## src/rtl/tx_burst_seq.sv

```systemverilog
module tx_burst_seq #(
  parameter int CNT_W = 12,
  parameter int DIV_W = 6
) (
  input  logic             clk,
  input  logic             rst_n,
  input  logic             tx_req,
  input  logic             data_en,
  input  logic             ser_din,
  input  logic [DIV_W-1:0] div_half,
  input  logic [CNT_W-1:0] tune_len,
  input  logic [CNT_W-1:0] rampup_len,
  input  logic [CNT_W-1:0] rampdn_len,
  output logic             chain_en,
  output logic             pa_en,
  output logic             bit_clk,
  output logic [2:0]       phase,
  output logic [7:0]       byte_out,
  output logic             byte_valid
);

  typedef enum logic [2:0] {
    S_IDLE  = 3'd0,
    S_TUNE  = 3'd1,
    S_RUP   = 3'd2,
    S_BURST = 3'd3,
    S_RDN   = 3'd4
  } st_t;

  localparam logic [CNT_W-1:0] CNT_ONE = 1;
  localparam logic [DIV_W-1:0] DIV_ONE = 1;

  st_t              st;
  logic [CNT_W-1:0] cnt;
  logic [DIV_W-1:0] dcnt;
  logic [2:0]       nbit;
  logic [6:0]       sh;
  logic             bclk;

  wire cnt_done = (cnt == '0);
  wire half_end = (dcnt == div_half);

  assign phase    = st;
  assign bit_clk  = bclk;
  assign chain_en = (st != S_IDLE);
  assign pa_en    = (st == S_RUP) || (st == S_BURST);

  always_ff @(posedge clk or negedge rst_n) begin
    if (!rst_n) begin
      st         <= S_IDLE;
      cnt        <= '0;
      dcnt       <= '0;
      nbit       <= '0;
      sh         <= '0;
      bclk       <= 1'b0;
      byte_out   <= '0;
      byte_valid <= 1'b0;
    end else begin
      byte_valid <= 1'b0;
      case (st)
        S_IDLE: begin
          if (tx_req) begin
            st  <= S_TUNE;
            cnt <= tune_len;
          end
        end
        S_TUNE: begin
          if (!tx_req) begin
            st  <= S_RDN;
            cnt <= rampdn_len;
          end else if (!cnt_done) begin
            cnt <= cnt - CNT_ONE;
          end else if (data_en) begin
            st  <= S_RUP;
            cnt <= rampup_len;
          end
        end
        S_RUP: begin
          if (!tx_req) begin
            st  <= S_RDN;
            cnt <= rampdn_len;
          end else if (!cnt_done) begin
            cnt <= cnt - CNT_ONE;
          end else begin
            st   <= S_BURST;
            dcnt <= '0;
            nbit <= '0;
            bclk <= 1'b0;
          end
        end
        S_BURST: begin
          if (!tx_req && !data_en) begin
            st   <= S_RDN;
            cnt  <= rampdn_len;
            dcnt <= '0;
            nbit <= '0;
            bclk <= 1'b0;
          end else if (half_end) begin
            dcnt <= '0;
            bclk <= ~bclk;
            if (!bclk) begin
              sh   <= {sh[5:0], ser_din};
              nbit <= nbit + 3'd1;
              if (nbit == 3'd7) begin
                byte_out   <= {sh, ser_din};
                byte_valid <= 1'b1;
              end
            end
          end else begin
            dcnt <= dcnt + DIV_ONE;
          end
        end
        S_RDN: begin
          if (!cnt_done) cnt <= cnt - CNT_ONE;
          else           st  <= S_IDLE;
        end
        default: st <= S_IDLE;
      endcase
    end
  end

endmodule

```

## config.mk

```make
export PLATFORM = sky130hd
export DESIGN_NAME = tx_burst_seq
export DESIGN_NICKNAME = d
export VERILOG_FILES = /design/src/rtl/tx_burst_seq.sv
export SDC_FILE = /design/constraint.sdc
export NUM_CORES = 1
export LEC_CHECK = 0
export ABC_AREA = 1
export BUFFER_PORTS_ARGS = -buffer_cell sky130_fd_sc_hd__buf_2
export CORE_MARGIN = 1.5
export CORE_UTILIZATION = 50
export CTS_CLUSTER_DIAMETER = 150
export DETAILED_ROUTE_END_ITERATION = 8
export GPL_ROUTABILITY_DRIVEN = 1
export PLACE_DENSITY = 0.74
export SLEW_MARGIN = 0
export SYNTH_ARGS = -nofsm -noshare
export SYNTH_HDL_FRONTEND = slang
export SYNTH_SLANG_ARGS = --single-unit
export TNS_END_PERCENT = 50
```

## constraint.sdc

```tcl
create_clock -name clk -period 1.9 [get_ports clk]
set_clock_uncertainty 0.2 [all_clocks]
set_input_delay 0.475 -clock clk [delete_from_list [all_inputs] [get_ports clk]]
set_output_delay 0.475 -clock clk [all_outputs]
set_load 0.05 [all_outputs]
```

Word level (Yosys, flattened, before mapping):

Index checks and enable logic that the tools add are counted.

* equal/unequal tests: 17
* multiplexer cells: 37
* reductions and logical operators: 16
* bitwise logic cells: 2
* add/subtract/negate cells: 3

Operators by type and width (count)
* 12-bit two-way mux: 7
* 12-bit case mux with 5 select lines: 1
* 3-bit two-way mux: 12
* 6-bit two-way mux: 4
* 3-bit case mux with 5 select lines: 1
* 12-bit zero test: 1
* 6-bit case mux with 2 select lines: 1
* 4-bit AND reduction: 3
* 12-bit by 1-bit subtractor with 12-bit output, second input constant: 1
* 5-bit AND reduction: 2
* 1-bit two-way mux: 9
* 3-bit != test, second input constant: 3
* 2-bit != test, second input constant: 4
* 6-bit by 1-bit adder with 6-bit output, second input constant: 1
* 3-bit by 2-bit == test with 1-bit output, second input constant: 2
* 3-bit == test, second input constant: 2
* 6-bit == test: 1
* 3-bit by 2-bit != test with 1-bit output, second input constant: 2
* 3-bit case mux with 2 select lines: 1
* 6-bit AND reduction: 1
* 5-bit nonzero test: 1
* 4-bit != test, second input constant: 1
* 3-bit by 1-bit adder with 3-bit output, second input constant: 1
* 3-bit by 1-bit == test with 1-bit output, second input constant: 1
* other kinds (10): 12

* logic and storage cells: 83
* register bits after elaboration: 41
* output and inout port bits: 15
* input bits: 47

Logic depth before layout (Yosys ltp):

Gate-level depths: netlist of the first run.

* word-level depth: 6
* depth in mapped cells: 13

Least setup slack after synthesis of the first run:

No wires, ideal clock.

* kind: register to register
* start: register st[1], in the netlist phase[1]
* end: register nbit[1]
* library setup time: 0.117 ns
* stages on the path, launching flop included: 10
* data required time: 1.583 ns
* period minus slack after synthesis: 2.666 ns
* path buffers: 0
* data arrival time: 2.349 ns
* setup slack: -0.766 ns
* cell sequence: dfrtp_1 > inv_2 > nor2_1 > nand2_1 > o21ai_4 > nand2_4 > clkinv_4 > nand2_4 > nand2_1 > o21ai_2

* word-level cells in the longest chain between the ends: 3

Ends and longest elaborated chain
* start, declared: line 33 `st_t st;`
* start signal, assigned: line 50 `st <= S_IDLE;`
* start signal, assigned: line 63 `st <= S_TUNE;`
* start signal, assigned: line 69 `st <= S_RDN;`
* 3-bit by 2-bit == test with 1-bit output: line 60 `case (st)`
* 3-bit by 2-bit != test with 1-bit output (no line), or another cell as far along
* 5-bit AND reduction (no line)
* end signal, assigned: line 103 `nbit <= nbit + 3'd1;`
* end, declared: line 36 `logic [2:0] nbit;`

Parallel ways exist; a longest one is shown, timed or not.
A chain may end at the register's enable or synchronous reset.

Worst setup path after layout of the first run:

* start: register cnt[0]
* end: register nbit[2]

* word-level cells in the longest chain between the ends: 3

Ends and longest elaborated chain
* start, declared: line 34 `logic [CNT_W-1:0] cnt;`
* start signal, assigned: line 64 `cnt <= tune_len;`
* start signal, assigned: line 70 `cnt <= rampdn_len;`
* start signal, assigned: line 72 `cnt <= cnt - CNT_ONE;`
* 12-bit zero test: line 40 `wire cnt_done = (cnt == '0);`
* 2-bit != test (no line)
* 5-bit AND reduction (no line)

Every way passes these cells.

==> results by group, run 1 <==
Status
  • Status: finished, violations left
  • Violated checks: setup timing

Flow run
  • Max-cap viol count: 0

Clocking
  • Root Driver: clkbuf_8
  • Worst-path clk slew: 0.10 ns
  • Cts bufs inserted: 5
  • Max Root-Sink Buffers: 2
  • H-tree depth: 2
  • Clock latency at the later pin of the worst-skew pair: approximately 0.31 ns
  • Clk sinks: 41
  • CTS tree: done

Timing
  • TNS Setup: -0.08039 ns
  • Tightest Pin Transition: between 0.4 and 0.5 ns
  • Final hold vios: 0
  • RSZ-0062 raised after global routing: true
  • Max Freq: 518.4 MHz
  • Fin crit period: around 1.9 ns
  • WHS: roughly 0.22 ns
  • Final worst slack: -0.02885 ns
  • Max-slew headroom at the worst pin: 0.7299
  • Endpoints failing setup: 4
  • Max-slew violation count: 0
  • Fin crit share: 1.015

Yosys
  • Prevailing post-synth register cell: dfrtp_1
  • Syn. warnings: 0
  • Mapped cell area: 3094 um2
  • Mapped Avg Cell Area: ~6.5 um2
  • Seq cells post-synth: 41
  • Top post-synthesis cells by area: dfrtp_1 33%, nand2_1 21%, nor2_1 7.5%
  • Sequential area share after synthesis: 0.3316
  • Synth cell types: 36
  • Number of flops mapped to enable cells by yosys: 0
  • Mapped Nets: 527
  • Top-area cell type share of the netlist area: 0.3316
  • Synth Instances: about 480
  • Top cell type by total area after synthesis: dfrtp_1
  • Async set-reset flop share out of synthesis: 1.000

GRT
  • Met1 usage: 0.3403
  • Pin count of the biggest net entering global routing: 28
  • Total gr overflow: 0
  • M3 GR Usage: 0.05000
  • GR peak layer: met2
  • Global-route usage over all layers: 0.2798
  • Global-route met2 utilization: 0.5025
  • Vias in the first global route: between 3,000 and 4,000
  • Initial antenna violation count: 0
  • First-pass GRT wire length: roughly 14 mm

Finish
  • Multi-input gate area: about 1900 um2
  • Final-layout fill cell count: approximately 520
  • Area Growth Syn to Fin: 36.60%
  • Share of layout cells above drive strength 1: 0.3272
  • # nets final: around 650
  • ANT cells: 0
  • Register area: approximately 1000 um2
  • Final core occ: 0.7097

Drt
  • WL/cell: 13.73 um
  • Pre-antenna DRT Iters: 7
  • Detail Route Antenna Nets: 0
  • First DRT Iteration DRCs: roughly 220
  • Vias: 3,511
  • Vias/cell: approximately 5.2
  • Drt drc: 0
  • Drt total wl: between 9 and 10 mm

Floorplan
  • Die area: between 6000 and 7000 um2
  • Ports: 62
  • Core Rows: 28
  • Width of the chip: between 80 and 90 um
  • Starting Density: 0.5195
  • Core area: approximately 6000 um2
  • Die Y: about 80 um

Setup path
  • Worst reg-to-reg path cell count: 12
  • Worst R2R End: nbit[2]
  • Internal reg-to-reg setup slack: -0.03 ns
  • Crit. End Element: flip-flop
  • Setup CP Type: flip-flop to flip-flop
  • Worst setup path endpoint: nbit[2]
  • Req. time, crit path: roughly 1.9 ns
  • Crit path DAT: 1.93 ns
  • Worst-path fanout max: 5
  • R2R Path Start: cnt[0]
  • Setup crit start kind: flip-flop
  • Crit path launch: cnt[0]

Pwr
  • Peak VDD IR: 0.0007494 V
  • Leakage: 2.296 nW
  • Pwr Density: around 1400 nW/um2

Placed design
  • Port Buffers: 61
  • Hpwl dp: ~6.5 mm
  • Gpl congestion: between 0.9 and 1
  • Dpl ws: -0.1700 ns

Hold path
  • Hold/Removal Path Class: input pin to flip-flop
-- worst min-delay path by stage --
stage | startpoint | endpoint | depth (start not counted)
detailed placement | rst_n | byte_out[0] | 1
CTS | ser_din | byte_out[0] | 3
global placement | rst_n | byte_out[0] | 1
global route | ser_din | byte_out[0] | 3
floorplan | rst_n | bit_clk | 0
finish | ser_din | byte_out[0] | 3
-- cells in the mapped netlist (3+ instances only) --
library cell	n
xor2_1	8
inv_1	48
nand3b_1	3
a21oi_1	7
nand2_1	172
or2_2	5
inv_2	8
buf_2	7
ha_1	4
o21ai_1	25
nor2_2	3
nand2_4	3
nand2_2	3
nand3_2	4
nor2_1	62
nand3_1	38
dfrtp_1	41
o21ai_0	7
nand4_1	5
-- per-layer routing --
| layer | vias up | part of all wire |
|---|---|---|
| met1 | 1623 | 0.41 |
| met2 | 126 | 0.52 |
| met4 | 0 | 0.020 |
| met5 | - | 0 |
| li1 | 1736 | - |
| met3 | 26 | 0.050 |
-- state kept, by name (all words and copies together), names as in the netlist --
signal and cells:
byte_out 8, dcnt 6, cnt 12, bit_clk 1, nbit 3, phase 3
sh 7, byte_valid 1
-- metrics by stage --
step	power [W]	instance area (um2)	cells
global route	0.006291	4227	671
CTS	0.005494	4040	664
finish	0.005851	4227	671
floorplan	0.003528	3126	476
global placement	0.004573	3851	651
detailed placement	0.004655	3851	651
-- where the power goes --
group	internal, W	switching (W)	leakage [nW]	total (W)
logic	0.00161	0.00229	1.71	0.00390
registers	0.00108	0.000208	0.539	0.00129
clock network	0.000278	0.000388	0.0511	0.000666
total	0.00297	0.00288	2.30	0.00585
-- cell families after synthesis --
family / count (synthesis) / synth area share
AND/OR/NAND/NOR: 304 / 0.4404
buffers and inverters: 69 / 0.09179
AO/OA/AOI/OAI: 48 / 0.09179
flip-flops: 41 / 0.3316
XOR/XNOR: 10 / 0.02831
adder cells (fa/ha/maj): 4 / 0.01618
-- critical path, cell delays in order, from the launching register on --
cell      delay (ns)
dfrtp_1         0.40
inv_2           0.08
ha_4            0.15
nand2_4         0.07
nor2_8          0.10
nand3_4         0.11
buf_6           0.14
o21ai_4         0.22
nand2_4         0.10
clkinv_4        0.08
nand2_8         0.06
nand2_4         0.06
o21ai_2         0.04
-- cells in the final DEF, fill, tap and decap left out, types with 3 or more instances in the layout --
master,n
a21oi_1,7
buf_12,4
buf_2,59
buf_4,52
buf_6,4
clkbuf_8,5
dfrtp_1,38
dfrtp_2,3
ha_1,3
inv_1,45
inv_2,10
nand2_1,161
nand2_2,10
nand2_4,6
nand3_1,38
nand3_2,3
nand3b_1,3
nand4_1,5
nor2_1,55
nor2_2,6
nor2_4,6
o21ai_0,7
o21ai_1,23
o21ai_2,4
o21ai_4,3
or2_2,5
xor2_1,8
-- repair_timing --
| action | CTS | global route |
|---|---|---|
| pin swaps | 6 | 18 |
| endpoints found under the setup margin | 21 | 40 |
| resized for setup | 17 | 26 |
| cloned | 1 | 0 |
| setup buffers | 3 | 8 |
| hold buffers | 1 | 0 |
| hold endpoints to repair | 14 | 0 |
-- area by class of cell --
class,count,area share
Sequential cell,41,0.2436
Clock buffer,5,0.01628
Multi-Input combinational cell,367,0.4565
Timing Repair Buffer,122,0.2013
Tap cell,75,0.02220
Inverter,58,0.05329
Clock inverter,3,0.006809
Note: power is estimated with default switching activity, not from simulation.
==> inputs of run 2 (changes only) <==
--- a/config.mk
+++ b/config.mk
@@ -8,11 +8,11 @@
 export ABC_AREA = 1
 export BUFFER_PORTS_ARGS = -buffer_cell sky130_fd_sc_hd__buf_2
 export CORE_MARGIN = 1.5
-export CORE_UTILIZATION = 50
+export CORE_UTILIZATION = 60
 export CTS_CLUSTER_DIAMETER = 150
 export DETAILED_ROUTE_END_ITERATION = 8
 export GPL_ROUTABILITY_DRIVEN = 1
-export PLACE_DENSITY = 0.74
+export PLACE_DENSITY = 0.84
 export SLEW_MARGIN = 0
 export SYNTH_ARGS = -nofsm -noshare
 export SYNTH_HDL_FRONTEND = slang
==> constraint.sdc (replaced) <==
create_clock -name clk -period 2.5 [get_ports clk]
set_clock_uncertainty 0.2 [all_clocks]
set_input_delay 0.625 -clock clk [delete_from_list [all_inputs] [get_ports clk]]
set_output_delay 0.625 -clock clk [all_outputs]
set_load 0.05 [all_outputs]
==> results by group, run 2 (synthesis gave the netlist of run 1 again) <==
Status
  • Status: finished clean

Setup path
  • R2R Path Start: cnt[0]
  • Worst reg-to-reg path cell count: 11 (-1)
  • Worst R2R End: nbit[2]
  • Crit path DAT: 2.28 ns (+0.35 ns)
  • Setup crit start kind: flip-flop
  • Setup CP Type: flip-flop to flip-flop
  • Req. time, crit path: 2.49 ns (+0.59 ns)
  • Worst-path fanout max: 14 (+9)
  • Internal reg-to-reg setup slack: 0.21 ns (+0.24 ns)
  • Crit. End Element: flip-flop

Placed design
  • Hpwl dp: 5.828 mm (-10%)
  • Placed Instances: 600 (-7.8%)
  • Port Buffers: 61 (unchanged)
  • Gpl congestion: 0.9447 (+4.7%)
  • Dpl ws: 0.2104 ns (+0.3804 ns)

Drt
  • Pre-antenna DRT Iters: 5 (-2)
  • First DRT Iteration DRCs: 262 (+20%)
  • Drt total wl: 7.901 mm (-14%)
  • Detail Route Antenna Nets: 0 (unchanged)
  • WL/cell: 13.00 um (-5.4%)
  • Vias/cell: 5.332 (+1.9%)
  • Drt drc: 0 (unchanged)
  • Vias: 3,242 (-7.7%)

Timing
  • Max-slew violation count: 0 (unchanged)
  • TNS Setup: 0 ns (+0.08039 ns)
  • Endpoints failing setup: 0 (-4)
  • Fin crit share: 0.9165 (-0.09871)
  • Fin crit period: 2.291 ns (+0.3623 ns)
  • Tightest Pin Transition: 0.5484 ns (+0.1433 ns)
  • RSZ-0062 raised after global routing: false
  • Max-slew headroom at the worst pin: 0.6344 (-0.09553)
  • Final hold vios: 0 (unchanged)
  • Final worst slack: 0.2088 ns (+0.2377 ns)
  • Max Freq: 436.5 MHz (-16%)

Clocking
  • H-tree depth: 2 (unchanged)
  • Post-CTS Resized: 0 (-17)
  • CTS Hold Bufs: 0 (-1)
  • Root Driver: clkbuf_8
  • Clock latency at the later pin of the worst-skew pair: 0.30 ns (about the same)
  • Cts bufs inserted: 5 (unchanged)
  • Max Root-Sink Buffers: 2 (unchanged)
  • Number of post-CTS setup repair buffers: 0 (-3)
  • Clk sinks: 41 (unchanged)
  • Worst-path clk slew: 0.09 ns (about the same)
  • CTS tree: done

Finish
  • Layout Cells excl Fill: 608 (-9.4%)
  • Share of layout cells above drive strength 1: 0.2163 (-0.1109)
  • Commonest non-fill, non-tap cells in the layout: 171 x nand2_1, 61 x nor2_1, 61 x buf_2
  • ANT cells: 0 (unchanged)
  • Commonest non-fill, non-tap cell in the layout: nand2_1
  • Final-layout fill cell count: 401 (-22%)
  • Most flops, register: cnt
  • Largest registers: cnt (12), byte_out (8), sh (7)
  • Largest register FFs: 12 (unchanged)
  • # nets final: 591 (-8.5%)
  • Area Growth Syn to Fin: 15.73%

Pwr
  • Pwr Density: 1019 nW/um2 (-26%)
  • Peak VDD IR: 0.0005930 V (-21%)
  • Leakage: 1.979 nW (-14%)

Floorplan
  • Width of the chip: 74.81 um (-8.4%)
  • Starting Density: 0.6382 (+0.1187)
  • Ports: 62 (unchanged)
  • Core area: 4848 um2 (-19%)
  • Core Rows: 25 (-11%)
  • Die area: 5597 um2 (-16%)
  • Die Y: 74.81 um (-8.4%)

GRT
  • Global-route met2 utilization: 0.5308 (+0.02827)
  • Met1 usage: 0.3990 (+0.05869)
  • M3 GR Usage: 0.05087 (+0.0008701)
  • First-pass GRT wire length: 13.14 mm (-7.2%)
  • Vias in the first global route: 2,940 (-7.6%)
  • Pin count of the biggest net entering global routing: 42 (+50%)
  • Total gr overflow: 0 (unchanged)
  • Global-route usage over all layers: 0.3074 (+0.02762)
  • Initial antenna violation count: 0 (unchanged)
  • GR peak layer: met2

Hold path
  • Hold/Removal Path Class: input pin to asynchronous set/reset pin

Flow run
  • Max-cap viol count: 0 (unchanged)
==> run 2: power by group <==
group / internal (W) / total [W] / switching [W]
Sequential: 0.000818 / 0.00101 / 0.000188
Combinational: 0.000757 / 0.00220 / 0.00145
Clock: 0.000193 / 0.000439 / 0.000246
Total: 0.00177 / 0.00365 / 0.00188
==> run 2: through the flow <==
| stage | area, um2 | total power [W] | util | hold slack [ns] |
|---|---|---|---|---|
| 6_report | 3581 | 0.003649 | 0.7386 | 0.1647 |
| 2_1_floorplan | 3097 | 0.002644 | - | 0.1294 |
| 3_3_place_gp | 3490 | 0.003123 | 0.7197 | 0.2607 |
| 5_1_grt | 3581 | 0.003997 | 0.7386 | 0.2326 |
| 4_1_cts | 3576 | 0.003628 | 0.7375 | 0.2007 |
| 3_5_place_dp | 3490 | 0.003178 | 0.7197 | 0.2722 |
==> run 2: layer usage <==
| layer | vias up | wire, um |
|---|---|---|
| li1 | 1615 | - |
| met5 | - | 0 |
| met3 | 21 | 572 |
| met2 | 129 | 3725 |
| met4 | 0 | 162 |
| met1 | 1477 | 3440 |
==> run 2: area by class of cell <==
cell class / instances / area, um2 / share of cell area
flip-flops and latches: 41 / 1026 / 0.2865
well taps: 67 / 83.83 / 0.02341
multi-input cells: 366 / 1792 / 0.5004
repair buffers: 68 / 370.4 / 0.1034
clock buffers: 5 / 68.82 / 0.01922
clock inverters: 3 / 17.52 / 0.004892
inverters: 58 / 222.7 / 0.06219
==> run 2: worst max-delay path by stage <==
stage | from | slack [ns] | depth (start not counted) | end
final | cnt[0] | 0.21 | 11 | nbit[2]
after global routing | cnt[0] | 0.05 | 11 | nbit[2]
after CTS | cnt[0] | 0.18 | 11 | cnt[10]
after detailed placement | cnt[0] | 0.21 | 11 | nbit[2]
after global placement | cnt[0] | 0.28 | 11 | nbit[1]
after floorplan | phase[1] | 0.11 | 9 | nbit[1]
==> run 2: worst max-delay path, cell delays in order (launching register included) <==
cell and delay [ns]:
dfrtp_1 0.39, inv_1 0.14, ha_2 0.24, nand2_1 0.14, nor2_8 0.17, nand3_4 0.20, o21ai_4 0.35, nand2_4 0.11
clkinv_4 0.07, nand2_4 0.06, nand2_1 0.07, o21ai_2 0.05
